`src/rtl/semlock_pkg.sv`:
```
package semlock_pkg;
  localparam int CID_W        = 3;
  localparam int NUM_CID      = 1 << CID_W;
  localparam int SEM_BASE     = 'h104;
  localparam int STRIDE_LOG2  = 3;
  localparam int FLAG_BIT     = 0;
  localparam int OWNER_LSB    = 4;
endpackage

```
`src/rtl/semlock_decode.sv`:
```
module semlock_decode
  import semlock_pkg::*;
#(
  parameter int ADDR_W = 12,
  parameter int N_RES  = 16,
  parameter int IDX_W  = 4
) (
  input  logic [ADDR_W-1:0] addr,
  output logic              hit,
  output logic [IDX_W-1:0]  idx
);
  localparam logic [ADDR_W-1:0] BASE_A = ADDR_W'(SEM_BASE);
  localparam logic [ADDR_W-1:0] LIMIT  = ADDR_W'(N_RES);

  logic [ADDR_W-1:0] off;
  logic [ADDR_W-1:0] slot;

  assign off  = addr - BASE_A;
  assign slot = off >> STRIDE_LOG2;
  assign hit  = (addr >= BASE_A) && (off[STRIDE_LOG2-1:0] == '0) && (slot < LIMIT);
  assign idx  = slot[IDX_W-1:0];
endmodule

```
`src/rtl/semlock_cell.sv`:
```
module semlock_cell
  import semlock_pkg::*;
(
  input  logic               clk,
  input  logic               rst_n,
  input  logic               sem_en,
  input  logic [NUM_CID-1:0] allow,
  input  logic               wr_sel,
  input  logic               wr_bit,
  input  logic [CID_W-1:0]   cid,
  output logic               taken_q,
  output logic [CID_W-1:0]   owner_q,
  output logic               nxt_taken,
  output logic [CID_W-1:0]   nxt_owner
);
  logic claim_ok;
  logic release_ok;

  assign claim_ok   = wr_sel && wr_bit && !taken_q && allow[cid];
  assign release_ok = wr_sel && !wr_bit && taken_q && (owner_q == cid);

  always_comb begin
    nxt_taken = taken_q;
    nxt_owner = owner_q;
    if (!sem_en) begin
      nxt_taken = 1'b0;
      nxt_owner = '0;
    end else if (claim_ok) begin
      nxt_taken = 1'b1;
      nxt_owner = cid;
    end else if (release_ok) begin
      nxt_taken = 1'b0;
      nxt_owner = '0;
    end
  end

  always_ff @(posedge clk or negedge rst_n) begin
    if (!rst_n) begin
      taken_q <= 1'b0;
      owner_q <= '0;
    end else begin
      taken_q <= nxt_taken;
      owner_q <= nxt_owner;
    end
  end

  p_acquire_wins_r3: assert property (@(posedge clk) disable iff (!rst_n)
    (!taken_q && sem_en && wr_sel && wr_bit && allow[cid]) |=> (taken_q && owner_q == $past(cid)));

  p_allow_gate_r4: assert property (@(posedge clk) disable iff (!rst_n)
    (!taken_q && wr_sel && wr_bit && !allow[cid]) |=> !taken_q);

  p_taken_sticky_r5: assert property (@(posedge clk) disable iff (!rst_n)
    (taken_q && sem_en && wr_sel && wr_bit) |=> (taken_q && owner_q == $past(owner_q)));

  p_foreign_release_r6: assert property (@(posedge clk) disable iff (!rst_n)
    (taken_q && sem_en && wr_sel && owner_q != cid) |=> (taken_q && owner_q == $past(owner_q)));

  p_disable_frees_r7: assert property (@(posedge clk) disable iff (!rst_n)
    !sem_en |=> !taken_q);

  p_free_owner_zero_r9: assert property (@(posedge clk) disable iff (!rst_n)
    !taken_q |-> owner_q == '0);
endmodule

```
`src/rtl/semlock_rsp.sv`:
```
module semlock_rsp #(
  parameter int DATA_W = 32
) (
  input  logic              clk,
  input  logic              rst_n,
  input  logic              req_valid,
  output logic              req_ready,
  output logic              accept,
  input  logic [DATA_W-1:0] rd_word,
  output logic              rsp_valid,
  input  logic              rsp_ready,
  output logic [DATA_W-1:0] rsp_rdata
);
  assign req_ready = !rsp_valid || rsp_ready;
  assign accept    = req_valid && req_ready;

  always_ff @(posedge clk or negedge rst_n) begin
    if (!rst_n) begin
      rsp_valid <= 1'b0;
      rsp_rdata <= '0;
    end else if (accept) begin
      rsp_valid <= 1'b1;
      rsp_rdata <= rd_word;
    end else if (rsp_ready) begin
      rsp_valid <= 1'b0;
    end
  end

  p_accept_gives_rsp_r8: assert property (@(posedge clk) disable iff (!rst_n)
    accept |=> rsp_valid);

  p_rsp_hold_r8: assert property (@(posedge clk) disable iff (!rst_n)
    (rsp_valid && !rsp_ready) |=> (rsp_valid && $stable(rsp_rdata)));
endmodule

```
`src/rtl/semlock_array.sv`:
```
module semlock_array
  import semlock_pkg::*;
#(
  parameter int N_RES  = 16,
  parameter int ADDR_W = 12,
  parameter int DATA_W = 32
) (
  input  logic                     clk,
  input  logic                     rst_n,
  input  logic                     req_valid,
  output logic                     req_ready,
  input  logic                     req_write,
  input  logic [ADDR_W-1:0]        req_addr,
  input  logic [DATA_W-1:0]        req_wdata,
  input  logic [CID_W-1:0]         req_cid,
  output logic                     rsp_valid,
  input  logic                     rsp_ready,
  output logic [DATA_W-1:0]        rsp_rdata,
  input  logic [N_RES-1:0]         cfg_sem_en,
  input  logic [NUM_CID*N_RES-1:0] cfg_cid_allow,
  output logic [N_RES-1:0]         sem_taken,
  output logic [CID_W*N_RES-1:0]   sem_owner
);
  localparam int IDX_W = (N_RES > 1) ? $clog2(N_RES) : 1;

  logic             dec_hit;
  logic [IDX_W-1:0] dec_idx;
  logic             accept;
  logic [DATA_W-1:0] rd_word;
  logic             nxt_taken [N_RES];
  logic [CID_W-1:0] nxt_owner [N_RES];
  logic             unused_wdata;

  assign unused_wdata = ^req_wdata[DATA_W-1:1];

  semlock_decode #(.ADDR_W(ADDR_W), .N_RES(N_RES), .IDX_W(IDX_W)) u_dec (
    .addr (req_addr),
    .hit  (dec_hit),
    .idx  (dec_idx)
  );

  for (genvar g = 0; g < N_RES; g++) begin : g_cell
    logic wr_sel;
    assign wr_sel = accept && req_write && dec_hit && (dec_idx == IDX_W'(g));
    semlock_cell u_cell (
      .clk       (clk),
      .rst_n     (rst_n),
      .sem_en    (cfg_sem_en[g]),
      .allow     (cfg_cid_allow[g*NUM_CID +: NUM_CID]),
      .wr_sel    (wr_sel),
      .wr_bit    (req_wdata[FLAG_BIT]),
      .cid       (req_cid),
      .taken_q   (sem_taken[g]),
      .owner_q   (sem_owner[g*CID_W +: CID_W]),
      .nxt_taken (nxt_taken[g]),
      .nxt_owner (nxt_owner[g])
    );
  end

  always_comb begin
    rd_word = '0;
    if (dec_hit) begin
      rd_word[FLAG_BIT]              = nxt_taken[dec_idx];
      rd_word[OWNER_LSB +: CID_W]    = nxt_owner[dec_idx];
    end
  end

  semlock_rsp #(.DATA_W(DATA_W)) u_rsp (
    .clk       (clk),
    .rst_n     (rst_n),
    .req_valid (req_valid),
    .req_ready (req_ready),
    .accept    (accept),
    .rd_word   (rd_word),
    .rsp_valid (rsp_valid),
    .rsp_ready (rsp_ready),
    .rsp_rdata (rsp_rdata)
  );

  p_unmapped_write_inert_r2: assert property (@(posedge clk) disable iff (!rst_n)
    (accept && req_write && !dec_hit && (&cfg_sem_en)) |=>
      (sem_taken == $past(sem_taken) && sem_owner == $past(sem_owner)));
endmodule

```
`config.mk`:
```
export PLATFORM = sky130hd
export DESIGN_NAME = semlock_array
export DESIGN_NICKNAME = d
export VERILOG_FILES = /design/src/rtl/semlock_pkg.sv /design/src/rtl/semlock_decode.sv /design/src/rtl/semlock_cell.sv /design/src/rtl/semlock_rsp.sv /design/src/rtl/semlock_array.sv
export SDC_FILE = /design/constraint.sdc
export NUM_CORES = 1
export LEC_CHECK = 0
export ABC_AREA = 0
export BUFFER_PORTS_ARGS = -buffer_cell sky130_fd_sc_hd__buf_4
export CAP_MARGIN = 20
export CORE_MARGIN = 2
export CORE_UTILIZATION = 49
export CTS_CLUSTER_SIZE = 12
export DETAILED_ROUTE_END_ITERATION = 12
export PLACE_DENSITY_LB_ADDON = 0.12
export SETUP_SLACK_MARGIN = 0.2
export SYNTH_ARGS = -nofsm -noshare
export SYNTH_HDL_FRONTEND = slang
export SYNTH_HIERARCHICAL = 1
export SYNTH_SLANG_ARGS = --single-unit
```
`constraint.sdc`:
```
create_clock -name clk -period 5.58 [get_ports clk]
set_clock_uncertainty 0.05 [all_clocks]
set_input_delay 0.558 -clock clk [delete_from_list [all_inputs] [get_ports clk]]
set_output_delay 0.558 -clock clk [all_outputs]
set_load 0.01 [all_outputs]
```
After elaboration in Yosys (flattened, before gate mapping)
Cells that the tools add are included.
W data, S select, Z words.

storage, ports and cells
  register bits after elaboration = 69
  input bits = 196
  output and inout bits = 98
  word-level logic and storage cells = 348

operators by class
  add/sub/neg operators = 1
  order comparisons = 4
  equality and inequality tests = 31
  mux-type cells = 138
  bitwise gates (word level) = 1
  reductions and logical operators = 139

operators with widths
  cell                     count
  $mux W3                  51
  $logic_and A1 B1 Y1      117
  $mux W1                  69
  $bmux W1 S3              16
  $eq A3 B3 Y1             16
  $eq A4 B4 Y1 const B     8
  $logic_not A1 Y1         18
  $eq A4 B3 Y1 const B     4
  $bmux W3 S4              1
  $ge A12 B9 Y1 const B    1
  $sub A12 B9 Y12 const B  1
  $lt A9 B5 Y1 const B     1
  $eq A4 B2 Y1 const B     2
  $ge A5 B5 Y1 const B     1
  $not A4 Y5               1
  $bmux W1 S4              1
  $eq A4 B1 Y1 const B     1
  $logic_not A4 Y1         1
  $lt A3 B4 Y1 const B     1
  $logic_not A3 Y1         1
  $reduce_bool A2 Y1       1
  $logic_or A1 B1 Y1       1

Depth between registers and ports, before layout
Gate-level depths: netlist of the first run.

  word-level depth = 16
  gate-level depth with buffers = 16
  gate-level depth less buffers = 16

Cells and area by module
Netlist of the first run, hierarchy kept.

modules (own cells, without submodules)
  module          instances  cells an instance  area an instance (um^2)  seq. area each (um^2)
  semlock_cell    16         29                 332.8                    100.1
  semlock_rsp     1          72                 1363.8                   825.8
  semlock_array   1          74                 676.9                    0.0
  semlock_decode  1          15                 110.1                    0.0

Worst setup path before layout of the first run
No wires, ideal clock.

  kind = input port to flip-flop
  start = in req_addr[2]
  end = reg u_rsp.rsp_rdata[5]
  arrival time = 4.293 ns
  required time = 5.405 ns
  path slack = 1.112 ns
  cell stages on the path = 15
  buffers on the path = 0
  path through = inv_1 > ha_1 > or3b_4 > or4b_1 > a2111oi_1 > and3_1 > nand3b_1 > nor3_1 > nor4bb_1 > a22o_1 > mux2i_1 > mux4_1 > mux2i_1 > o22ai_1 > mux2_4

RTL lines
  element               line                 source
  from (decl)           semlock_array.sv:13  input logic [ADDR_W-1:0] req_addr,
  to (signal assigned)  semlock_rsp.sv:23    rsp_rdata <= rd_word;
  to (decl)             semlock_rsp.sv:12    output logic [DATA_W-1:0] rsp_rdata

==> impl_summary.md, run 1 <==
Critical path
The worst register-to-register path has a setup slack of between 1500 and 2000 ps. The startpoint type of the worst setup path is a primary input. The number of stages on the worst setup path is 17. The cell type group with the largest total delay on the critical path is simple AND/OR/NAND/NOR gates. The required time of the critical path is approximately 5800 ps.

The worst setup path category is in -> reg. The largest single stage delay on the critical path is 510 ps. The worst register-to-register path begins at u_rsp/rsp_valid. Walking the worst path, the cells encountered are buf_4, inv_1, ha_1, or3b_4, or4b_1, a2111oi_2, buf_4, and3_1, nand3b_1, nor3_1, nand3b_1, nor4_1, o31ai_1, mux4_2, o211ai_1, o21ai_1, mux2_4. The maximum fanout count along the critical path is 4. The endpoint identified for the worst register-to-register timing path is u_rsp/rsp_rdata[4]. In this run the worst setup path begins at req_addr[2]. Counting cells, the worst reg-to-reg path comes to 13.

The buffer and inverter count on the worst path is 3. Following the worst setup path forward leads to its endpoint at u_rsp/rsp_rdata[4]. The slowest stage of the critical path belongs to the cell sky130_fd_sc_hd__mux4_2. At the worst endpoint, the arrival time is 5270 ps.

The worst setup path is captured at a flip-flop.

Clock tree
The clock net sink count is 97. The number of setup buffers added after CTS is 0. CTS built an H-tree with a depth of 3. The clock passes through at most 2 buffers.

The number of buffers created by CTS is 9. For the worst-skew pair, the clock arrives at the later sink with an insertion delay of roughly 350 ps. The clock root buffer is sky130_fd_sc_hd__clkbuf_16.

Hold repair after CTS inserted 0 buffers. TritonCTS built the clock tree. After clock tree synthesis, the clock-pin slew on the worst setup and hold paths is 70 ps.

Floorplanning
The number of rows in the core area is 45. The initial utilization of the core area, before any placement, comes to 0.4973. The area of the core is roughly 15000 um^2.

The vertical die dimension is ~130 um. For this design the top-level I/O count stands at 294. The die covers ~16000 um^2. The die is around 130 um wide.

Logic synthesis
In this run, synthesis produced a sequential element count of between 90 and 100. Of the synthesized area, sequential elements account for 0.3247. Of the post-synthesis cell area, the dominant cell type holds 0.3247. Of all flip-flops after synthesis, the portion carrying an async set or reset was 1.000. The top cell type by total area after synthesis is sky130_fd_sc_hd__dfrtp_1. The combined area of all synthesized cells is about 7500 um^2. Counting every instance in the synthesized netlist gives around 630. The count of different cell masters after synthesis is 45. The average instance in the mapped netlist occupies ~12 um^2. Ranked by total cell area, the synthesized netlist is headed by sky130_fd_sc_hd__dfrtp_1 32%, sky130_fd_sc_hd__mux4_2 17%, sky130_fd_sc_hd__xor2_1 5.9%, sky130_fd_sc_hd__mux2_4 5.8%, sky130_fd_sc_hd__o41ai_1 3.7%. For this run, the leading register cell type out of synthesis is sky130_fd_sc_hd__dfrtp_1. Ranked by instance count, the synthesized netlist is headed by 97 x sky130_fd_sc_hd__dfrtp_1, 58 x sky130_fd_sc_hd__mux4_2, 55 x sky130_fd_sc_hd__nand2_1. In this run, synthesis inferred 0 flip-flops with an integrated enable.

The count of synthesis-stage warnings from yosys is 6. The most frequently used cell type in the post-synthesis netlist is sky130_fd_sc_hd__dfrtp_1.

Pwr
The fraction of power consumed by combinational cells is 0.245. The switching power as a share of total power is 0.2725. Power spread over the standard cell area amounts to 178.4 nW/um^2. Power comes to ~0.0018 W. The worst-case IR drop observed on VDD is ~0.00015 V. The share of power burned in the clock network is 0.335.

The part of the total power dissipated in sequential elements is 0.420. The internal power is 0.001303 W. The switching power is 0.0004880 W.

The cell leakage power is ~4.6 nW.

Route
In the final routed layout, each cell accounts on average for a little over 20 um. The iteration count of the initial detailed-routing pass is 5. The final layout contains routed wiring with a total length of approximately 23000 um. Across all layers, the routed design uses between 7000 and 8000 vias. The wire length on met1 is 9350 um. The total length of routed met3 wires is roughly 1400 um.

Routed signal wires occupy layers up through met4. The routed wire length on met2 is 11270 um. The number of remaining DRC errors is 0. The first routing iteration left around 420 violations. The detail route stage leaves a number of antenna-violating nets equal to 0.

The average via count per standard cell is roughly 6.3.

Finish
Summing all non-filler instances in the final layout gives an area of around 10000 um^2. The area growth from synthesis to layout is 34.28%. Of the cells placed in the final design, the portion with a size suffix greater than 1 is 0.4071. The number of antenna repair diodes is 0. The final net count is between 1000 and 1500.

STA
Setup repair after global routing left no endpoint under its margin. Of the available clock period, the critical path in the final layout requires 0.9110. For the pin with the worst max-slew slack, the measured transition is around 1000 ps. Setup violations remaining at the end of the flow were counted as 0. For this run, the top clock speed supported by timing is 196.7 MHz. The number of pins exceeding their max-slew limit in the final report was 0.

For the finished layout, the period the worst path requires is ~5100 ps. The final hold violation count is 0. The remaining max-slew budget at the tightest pin is 0.3248.

The setup TNS after final layout is 0 ps.

Job
The count of max-cap constraint violations is 0.

Outcome
The run finished with clean final reports.

GRT
Entering global routing, the biggest net connects 65 pins. Global routing finished with a remaining overflow of 0. The first global-routing pass estimated between 30000 and 40000 um of wire. The global routing usage summed across all routing layers is 0.2749. The via count of the first global-routing pass is 7269.

The number of antenna violations at the first check in global routing is 0.

Min path
The classification of the worst-slack hold path is in -> async.

Placed design
The estimated wirelength of the detail-placed design is around 17000 um. The number of buffer cells added on primary ports is 262. At the end of routability-driven placement, the weighted congestion stood at between 0.8 and 0.9. The area of placed instances is slightly below 10000 um^2.
==> layer usage <==
metal,GRT usage,up-vias
met5,0,-
met4,0.1144,0
met3,0.04983,47
met2,0.4750,274
met1,0.3403,3513
li1,-,3177
==> power groups by stage <==
stage	combinational (W)	clock, W	sequential, W
finish	0.000438	0.000601	0.000752
global route	0.000472	0.000637	0.000756
CTS	0.000439	0.000609	0.000753
detailed placement	0.000438	0	0.000766
global placement	0.000427	0	0.000763
floorplan	0.000193	0	0.000777
==> through the flow <==
step / cells / worst slack (ps) / utilization / hold WS (ps)
2_1_floorplan: 652 / 1112 / - / 212.4
3_3_place_gp: 1098 / 227.9 / 0.6490 / 440.8
3_5_place_dp: 1098 / 37.68 / 0.6490 / 447.4
4_1_cts: 1114 / 409.7 / 0.6674 / 166.7
5_1_grt: 1114 / 332.5 / 0.6677 / 191.4
6_report: 1114 / 496.5 / 0.6677 / 150.4
==> how the worst min path moves through the flow <==
stage,to,slack (ps)
2_1_floorplan,g_cell[0].u_cell/owner_q[0],210
3_3_place_gp,u_rsp/rsp_rdata[27],440
3_5_place_dp,u_rsp/rsp_rdata[26],450
4_1_cts,u_rsp/rsp_rdata[8],170
5_1_grt,u_rsp/rsp_rdata[14],190
6_report,u_rsp/rsp_rdata[8],150
==> kinds of logic (layout without fill, tap and decap cells) <==
| kind of cell | after synthesis | after routing | share of synthesized area |
|---|---|---|---|
| AO/OA/AOI/OAI | 124 | 124 | 0.1314 |
| XOR/XNOR | 51 | 51 | 0.05975 |
| adder cells (fa/ha/maj) | 1 | 1 | 0.001673 |
| buffers and inverters | 16 | 290 | 0.01456 |
| flip-flops | 97 | 97 | 0.3247 |
| multiplexers | 120 | 120 | 0.2842 |
| other | 1 | 28 | 0.0005016 |
| AND/OR/NAND/NOR | 215 | 215 | 0.1833 |
==> flip-flops by register name, summed over array words and instances (netlist names) <==
name,cells
g_cell.u_cell/owner_q,48
u_rsp/rsp_rdata,32
u_rsp/rsp_valid,1
g_cell.u_cell/taken_q,16
==> timing repair <==
item | CTS | global route
endpoints found under the hold margin | 0 | 0
resized for setup | 0 | 1
endpoints found under the setup margin | 0 | 3
==> cells in the final DEF (no fill, tap or decap), drive strengths merged, types with 3 or more instances in the layout <==
master and n:
buf 269, dfrtp 97, mux4 61, nand2 56, xor2 50, o41ai 32
nand4 32, o31ai 32, mux2 32, conb 28, mux2i 27, nand3b 17
and2 16, nor4bb 16, and4b 16, a22o 16, nor4 16, and3b 16
a22oi 16, a21boi 16, clkbuf 15, nor2 14, inv 6, nor3 5
nand2b 5, a31oi 3, o211ai 3, o21ai 3
==> cell type report <==
cell class	count	area, um^2
inverter	5	18.77
clock inverter	1	8.758
timing repair buffer	269	2019
sequential	97	2427
fill	1173	4995
clock buffer	15	267.8
tap	188	235.2
multi-input combinational	539	5061
No activity file was read; power rests on OpenSTA's default activity.
==> inputs of run 2 (changes only) <==
--- a/config.mk
+++ b/config.mk
@@ -13,6 +13,7 @@
 export CTS_CLUSTER_SIZE = 12
 export DETAILED_ROUTE_END_ITERATION = 12
 export PLACE_DENSITY_LB_ADDON = 0.12
+export RECOVER_POWER = 25
 export SETUP_SLACK_MARGIN = 0.2
 export SYNTH_ARGS = -nofsm -noshare
 export SYNTH_HDL_FRONTEND = slang
==> run 2 against run 1 <==
The flow now finishes with violations (capacitance limit, slew limit); wire length down 0.10%; first-iteration DRC count decreased by 4.3%; flip-flop and latch count unchanged; register-to-register slack worse by 630 ps; largest cell class unchanged; combinational power decreased by 6.2%; non-clock buffer count unchanged; setup slack worse by 17 ps; global-route usage did not move; sequential share of layout area grew 0.29 points; highest routed layer unchanged; clock power barely moved.
==> impl_summary.md, run 2 (synthesized netlist as in run 1, its figures left out) <==
Outcome
The flow ran to the end, but the final reports show violations. The checks that failed: capacitance limit, slew limit.

Finish
The multi-input combinational cell area is 4956 um^2 (-2.1%). The layout cell share with drive strength beyond 1 is 0.3747 (-0.03240). The filler cell count is 1214 (+3.5%).

The top cell types in the final layout, fill and taps aside, are 265 x sky130_fd_sc_hd__buf_4, 97 x sky130_fd_sc_hd__dfrtp_1, 58 x sky130_fd_sc_hd__mux4_2. From synthesis to final layout, the design area changed by 32.67%. The number of antenna repair diodes is 0 (unchanged). The number of flip-flops under the largest register name is 48 (unchanged). The most common library cell in the layout ignoring fill and taps is sky130_fd_sc_hd__buf_4. The storage element area is 2427 um^2 (unchanged). The final net count was 1118 (unchanged). The largest registers in the layout are g_cell.u_cell/owner_q x48, u_rsp/rsp_rdata x32, g_cell.u_cell/taken_q x16. The register ranked first by flip-flop count is g_cell.u_cell/owner_q.

Floorplanning
The I/O pin count was 294 (unchanged). The vertical die dimension was 127.5 um (unchanged). The full die area came to 16260 um^2 (unchanged). The area of the core is 15030 um^2 (unchanged). The overall die width came to 127.5 um (unchanged). The number of rows in the core area is 45 (unchanged). The initial core utilization is 0.4973 (unchanged).

Critical path
The worst reg-to-reg setup slack is 1050 ps (-630 ps). The path depth of the worst reg2reg path is 13 (unchanged). The delay contributed by the slowest stage of the critical path is 510 ps (about the same). The cell type group with the largest total delay on the critical path is simple AND/OR/NAND/NOR gates.

The signal on the critical path passes through buf_4, inv_1, ha_1, or3b_4, or4b_1, a2111oi_2, buf_4, and3_1, nand3b_1, nor3_1, nand3b_1, nor4_1, o31ai_1, mux4_2, o211ai_1, o21ai_1, mux2_4. The worst setup path is captured at a flip-flop. The slowest stage of the critical path belongs to the cell sky130_fd_sc_hd__mux4_2.

STA classifies the critical path startpoint as a primary input. The critical path is of the in -> reg type. The end of the worst register-to-register path is u_rsp/rsp_rdata[4].

The maximum fanout count along the critical path is 4 (unchanged). The arrival time at the worst endpoint is 5280 ps (about the same). The launch instance of the worst register-to-register path is u_rsp/rsp_valid. The required time of the critical path was 5760 ps (about the same). The buffer and inverter count on the worst path is 3 (unchanged).

GRT
The via count of the first global-routing pass came to 7269 (unchanged). The global-route wire length before repair was 35490 um (unchanged). The global routing usage summed across all routing layers came to 0.2749 (unchanged). The number of antenna violations at the first check in global routing came to 0 (unchanged). The leftover overflow at the end of global routing was 0 (unchanged). The maximum number of pins on one net before global-route repair is 65 (unchanged).

Clock tree
The maximum clock insertion buffer count is 2 (unchanged). The number of hold-repair buffers added at the cts stage is 0 (unchanged). The number of buffers added for setup after CTS is 0 (unchanged).

TritonCTS built the clock tree. The latest clock arrival within the worst-skew pair is 340 ps (about the same). The depth of the CTS H-tree is 3 (unchanged).

The number of buffers created by CTS is 9 (unchanged). The clock net sink count came to 97 (unchanged). The clock root buffer is sky130_fd_sc_hd__clkbuf_16.

The clock transition at the register clock pins on the worst setup and hold paths after CTS is 70 ps (about the same). The quantity of gates resized following cts is 0 (unchanged).

Min path
The path with the worst hold slack has its endpoint at u_rsp/rsp_valid. The worst hold path belongs to the class in -> reg. The startpoint identified for the worst hold timing path is req_valid.

The number of cells traversed by the worst hold path is 2.

Placed design
The final weighted congestion in routability-driven placement is 0.8260 (unchanged). The estimated wirelength of the detail-placed design is 17120 um (unchanged). The number of buffer cells added on primary ports came to 262 (unchanged).

STA
The minimum clock period after layout is 5101 ps (+17.24 ps). Setup repair after global routing left no endpoint under its margin. The achievable frequency is 196.0 MHz (-0.34%). The total setup violations reported at the end of the flow is 0 (unchanged). The setup TNS after final layout is 0 ps (unchanged).

The remaining max-slew budget at the tightest pin is -0.5767 (-0.9015). The share of the clock period used by the worst path is 0.9141 (+0.003089). The final hold violation count is 0 (unchanged). The number of pins exceeding their max-slew limit in the final report was 44 (+44).

The measured slew at the worst slew-check pin is 2365 ps (+1352 ps).

Pwr
The power density normalized to cell area is 177.5 nW/um^2 (-0.51%). The maximum VDD drop is 0.0001444 V (-1.1%). The cell leakage power is 4.452 nW (-2.9%). The power consumption is 0.001761 W (-1.7%).

Job
The count of max-cap constraint violations is 2 (+2).

Route
The via count is 6984 (-0.39%). The number of remaining DRC errors was 0 (unchanged). The final wirelength is 22580 um (-0.10%).

The average via count per standard cell is 6.269 (-0.39%). The routed wire length per instance came to 20.27 um (-0.10%). The remaining antenna violation count after routing is 0 (unchanged). The iteration count of the initial detailed-routing pass is 7 (+2).

The starting DRC count in detailed routing is 405 (-4.3%).
## run 2: worst max path at each step
stage / slack [ps] / start / cells after the start / to
floorplan: 1110 / req_addr[2] / 15 / u_rsp/rsp_rdata[5]
global placement: 230 / req_addr[2] / 17 / u_rsp/rsp_rdata[5]
detailed placement: 40 / req_addr[2] / 17 / u_rsp/rsp_rdata[4]
CTS: 410 / req_addr[2] / 17 / u_rsp/rsp_rdata[4]
global route: 330 / req_addr[2] / 17 / u_rsp/rsp_rdata[6]
finish: 480 / req_addr[2] / 17 / u_rsp/rsp_rdata[4]
## run 2: worst register-to-register path, cell delays in order (launching register included)
cell and delay [ps]:
sky130_fd_sc_hd__dfrtp_1 380, sky130_fd_sc_hd__nand2b_1 120, sky130_fd_sc_hd__nand2_1 860, sky130_fd_sc_hd__inv_1 210, sky130_fd_sc_hd__and3_1 250, sky130_fd_sc_hd__nand3b_1 180
sky130_fd_sc_hd__nor3_1 390, sky130_fd_sc_hd__nand3b_1 190, sky130_fd_sc_hd__nor4_1 500, sky130_fd_sc_hd__o31ai_1 230, sky130_fd_sc_hd__mux4_2 510, sky130_fd_sc_hd__o211ai_1 190
sky130_fd_sc_hd__o21ai_1 90, sky130_fd_sc_hd__mux2_4 270
## run 2: per-stage QoR
step	instance area (um^2)	std cells	setup WS (ps)	utilization	hold slack [ps]
after floorplan	7577	652	1112	-	212.4
after global placement	9757	1098	227.9	0.6490	440.8
after detailed placement	9757	1098	37.68	0.6490	447.4
after CTS	10030	1114	409.7	0.6674	166.7
after global routing	9918	1114	327.5	0.6598	386.0
final	9918	1114	479.2	0.6598	388.5
## run 2: area by class of cell
type / instances / share of cell area
Multi-Input combinational cell: 539 / 0.4997
Sequential cell: 97 / 0.2447
Timing Repair Buffer: 269 / 0.2021
Clock buffer: 15 / 0.02700
Tap cell: 188 / 0.02372
Inverter: 5 / 0.001892
Clock inverter: 1 / 0.0008831
## run 2: layer usage
| metal | track usage | wire length, um | part of all wire |
|---|---|---|---|
| met1 | 0.3403 | 9446 | 0.42 |
| met2 | 0.4750 | 11310 | 0.50 |
| met3 | 0.04983 | 1312 | 0.058 |
| met4 | 0.1144 | 515 | 0.023 |
| met5 | 0 | 0 | 0 |
## run 2: power by group
part           leakage (nW)  internal, W  switching (W)
sequential             1.29     0.000733      0.0000177
clock                 0.135     0.000330       0.000269
combinational          3.03     0.000215       0.000196
total                  4.45      0.00128       0.000482
==> inputs of run 3 (changes only) <==
--- a/config.mk
+++ b/config.mk
@@ -14,7 +14,7 @@
 export DETAILED_ROUTE_END_ITERATION = 12
 export PLACE_DENSITY_LB_ADDON = 0.12
 export RECOVER_POWER = 25
-export SETUP_SLACK_MARGIN = 0.2
+export SETUP_SLACK_MARGIN = 0.5
 export SYNTH_ARGS = -nofsm -noshare
 export SYNTH_HDL_FRONTEND = slang
 export SYNTH_HIERARCHICAL = 1
==> run 3 against run 2 <==
The run still ends with capacitance limit, slew limit left; hold slack about the same; register-to-register slack better by 180 ps; flip-flop and latch count unchanged; clock power hardly changed; total power grew 0.43%; largest cell class unchanged; largest power group unchanged; highest routed layer unchanged.
==> impl_summary.md, run 3 (synthesized netlist as in run 1, its figures left out) <==
Finish
The area of all placed cells without fillers is 10020 um^2 (+1.1%). The most common library cell in the layout ignoring fill and taps is sky130_fd_sc_hd__buf_4. The filler cell count is 1206 (-0.66%). The signed area change from the synthesized netlist to the final layout is 34.09%. The register ranked first by flip-flop count is g_cell.u_cell/owner_q. The final net count was 1119 (+0.089%).

In the layout the commonest cells are 266 x sky130_fd_sc_hd__buf_4, 97 x sky130_fd_sc_hd__dfrtp_1, 58 x sky130_fd_sc_hd__mux4_2. The number of antenna repair diodes is 0 (unchanged). The largest registers in the layout are g_cell.u_cell/owner_q x48, u_rsp/rsp_rdata x32, g_cell.u_cell/taken_q x16. The number of flip-flops under the largest register name came to 48 (unchanged).

The layout cell share with drive strength beyond 1 is 0.3948 (+0.02009).

Floorplanning
The number of rows in the core area is 45 (unchanged). The initial core utilization is 0.4973 (unchanged). The overall die width is 127.5 um (unchanged). The area of the core is 15030 um^2 (unchanged). The I/O pin count is 294 (unchanged). The vertical die dimension is 127.5 um (unchanged). The full die area is 16260 um^2 (unchanged).

GRT
The maximum number of pins on one net before global-route repair came to 65 (unchanged). The global routing usage summed across all routing layers is 0.2747 (about the same). The leftover overflow at the end of global routing is 0 (unchanged).

The number of antenna violations at the first check in global routing was 0 (unchanged). The global-route wire length before repair came to 35470 um (about the same). The via count of the first global-routing pass is 7267 (-0.028%).

Outcome
The flow ran to the end, but the final reports show violations. The final reports fail on capacitance limit, slew limit.

Route
The iteration count of the initial detailed-routing pass is 6 (-1). The routed wire length per instance came to 20.46 um (+0.95%). The number of remaining DRC errors was 0 (unchanged). The via count is 7032 (+0.69%).

The remaining antenna violation count after routing is 0 (unchanged). The average via count per standard cell is 6.307 (+0.60%). The starting DRC count in detailed routing is 399 (-1.5%).

The final wirelength is 22820 um (+1.0%).

Placed design
The area of placed instances is 9757 um^2 (unchanged). The post-placement setup slack is 37.68 ps (unchanged). The number of buffer cells added on primary ports is 262 (unchanged).

The estimated wirelength of the detail-placed design is 17120 um (unchanged). The final weighted congestion in routability-driven placement is 0.8260 (unchanged).

STA
The achievable frequency came to 203.0 MHz (+3.6%). The total setup violations reported at the end of the flow is 0 (unchanged). The final hold violation count is 0 (unchanged). The smallest hold slack was 388.6 ps (+0.06500 ps).

The measured slew at the worst slew-check pin came to 2368 ps (+2.970 ps). The minimum clock period after layout came to 4925 ps (-175.8 ps). The remaining max-slew budget at the tightest pin is -0.5787 (-0.001979). The number of pins exceeding their max-slew limit in the final report is 44 (unchanged). The setup TNS after final layout came to 0 ps (unchanged).

The share of the clock period used by the worst path is 0.8826 (-0.03151). Setup repair after global routing left no endpoint under its margin. The setup slack of the critical path after layout is 655.0 ps (+175.8 ps).

Clock tree
The clock transition at the register clock pins on the worst setup and hold paths after CTS is 70 ps (about the same). The number of buffers created by CTS was 9 (unchanged). The clock root buffer is sky130_fd_sc_hd__clkbuf_16. The latest clock arrival within the worst-skew pair is 350 ps (about the same). The depth of the CTS H-tree is 3 (unchanged). The maximum clock insertion buffer count is 2 (unchanged). The clock net sink count is 97 (unchanged). TritonCTS built the clock tree.

Pwr
The power density normalized to cell area is 176.4 nW/um^2 (-0.63%). The share of power burned in the clock network is 0.341 (about the same). The cell leakage power was 4.463 nW (+0.25%).

The maximum VDD drop is 0.0001455 V (+0.76%). The fraction of power consumed by combinational cells came to 0.235 (+0.002). The switching power is 0.0004896 W (+1.5%). The internal power is 0.001279 W (about the same). The switching power as a share of total power is 0.2769 (+0.002892).

The part of the total power dissipated in sequential elements is 0.425 (-0.002).

Critical path
The arrival time at the worst endpoint is 5100 ps (-180 ps). The maximum fanout count along the critical path is 4 (unchanged). The worst setup path is launched from a primary input.

The category of the worst setup path capture point is a flip-flop. The worst setup path category is in -> reg. The required time of the critical path came to 5760 ps (about the same).

Job
The count of max-cap constraint violations is 2 (unchanged).

Min path
The classification of the worst-slack hold path is in -> reg.
## run 3: cell types whose count changed in the layout (fill, tap and decap cells not counted), sizes merged
cell,delta
buf,+1
## run 3: metrics by stage
step,total power (W),cells,utilization
after floorplan,0.0009705,652,-
after global placement,0.001190,1098,0.6490
after detailed placement,0.001205,1098,0.6490
after CTS,0.001802,1114,0.6677
after global routing,0.001841,1115,0.6668
final,0.001768,1115,0.6668
## run 3: path summary, 6_finish.rpt
check,from,to,slack (ps),depth (start not counted)
max,req_addr[2],u_rsp/rsp_rdata[5],660,17
min,req_valid,u_rsp/rsp_valid,390,2
max reg2reg,u_rsp/rsp_valid,u_rsp/rsp_rdata[5],1230,13
min reg2reg,u_rsp/rsp_rdata[30],u_rsp/rsp_rdata[30],440,1
max in group asynchronous,rst_n,u_rsp/rsp_rdata[10],2830,2
min in group asynchronous,rst_n,u_rsp/rsp_rdata[8],870,1
## run 3: what timing repair did
item                       4_1_cts  5_1_grt
gates resized for setup          1       21
pin swaps                        0        0
hold buffers                     0        0
buffers inserted                 0        1
setup endpoints to repair        3        4
cloned                           0        0
## run 3: layer usage
| layer | vias to the layer above | global-route usage | wire (um) |
|---|---|---|---|
| li1 | 3175 | - | - |
| met1 | 3502 | 0.3397 | 9453 |
| met5 | - | 0 | 0 |
| met2 | 303 | 0.4750 | 11260 |
| met3 | 52 | 0.04983 | 1489 |
| met4 | 0 | 0.1144 | 618 |
## run 3: layout make-up
class	instances	area, um^2	share of cell area
Sequential cell	97	2427	0.2421
Timing Repair Buffer	270	2012	0.2007
Multi-Input combinational cell	539	5055	0.5042
Tap cell	188	235.2	0.02346
Inverter	5	18.77	0.001872
Clock inverter	1	8.758	0.0008737
Clock buffer	15	267.8	0.02671
## run 3: worst max-delay path, stage by stage
cell and delay [ps]:
sky130_fd_sc_hd__buf_4 110, sky130_fd_sc_hd__inv_1 80, sky130_fd_sc_hd__ha_1 210, sky130_fd_sc_hd__or3b_4 420, sky130_fd_sc_hd__or4b_1 500, sky130_fd_sc_hd__a2111oi_2 430
sky130_fd_sc_hd__buf_4 200, sky130_fd_sc_hd__and3_1 230, sky130_fd_sc_hd__nand2_1 140, sky130_fd_sc_hd__nor2_1 300, sky130_fd_sc_hd__nor4bb_1 380, sky130_fd_sc_hd__a22o_1 290
sky130_fd_sc_hd__mux2i_1 160, sky130_fd_sc_hd__mux4_1 530, sky130_fd_sc_hd__mux2i_1 170, sky130_fd_sc_hd__o22ai_1 100, sky130_fd_sc_hd__mux2_4 280
## run 3: power by group through the flow
stage          Combinational [W]  Clock (W)  Sequential [W]
2_1_floorplan           0.000193          0        0.000777
3_3_place_gp            0.000427          0        0.000763
3_5_place_dp            0.000438          0        0.000766
4_1_cts                 0.000440   0.000609        0.000753
5_1_grt                 0.000449   0.000637        0.000755
6_report                0.000415   0.000602        0.000751
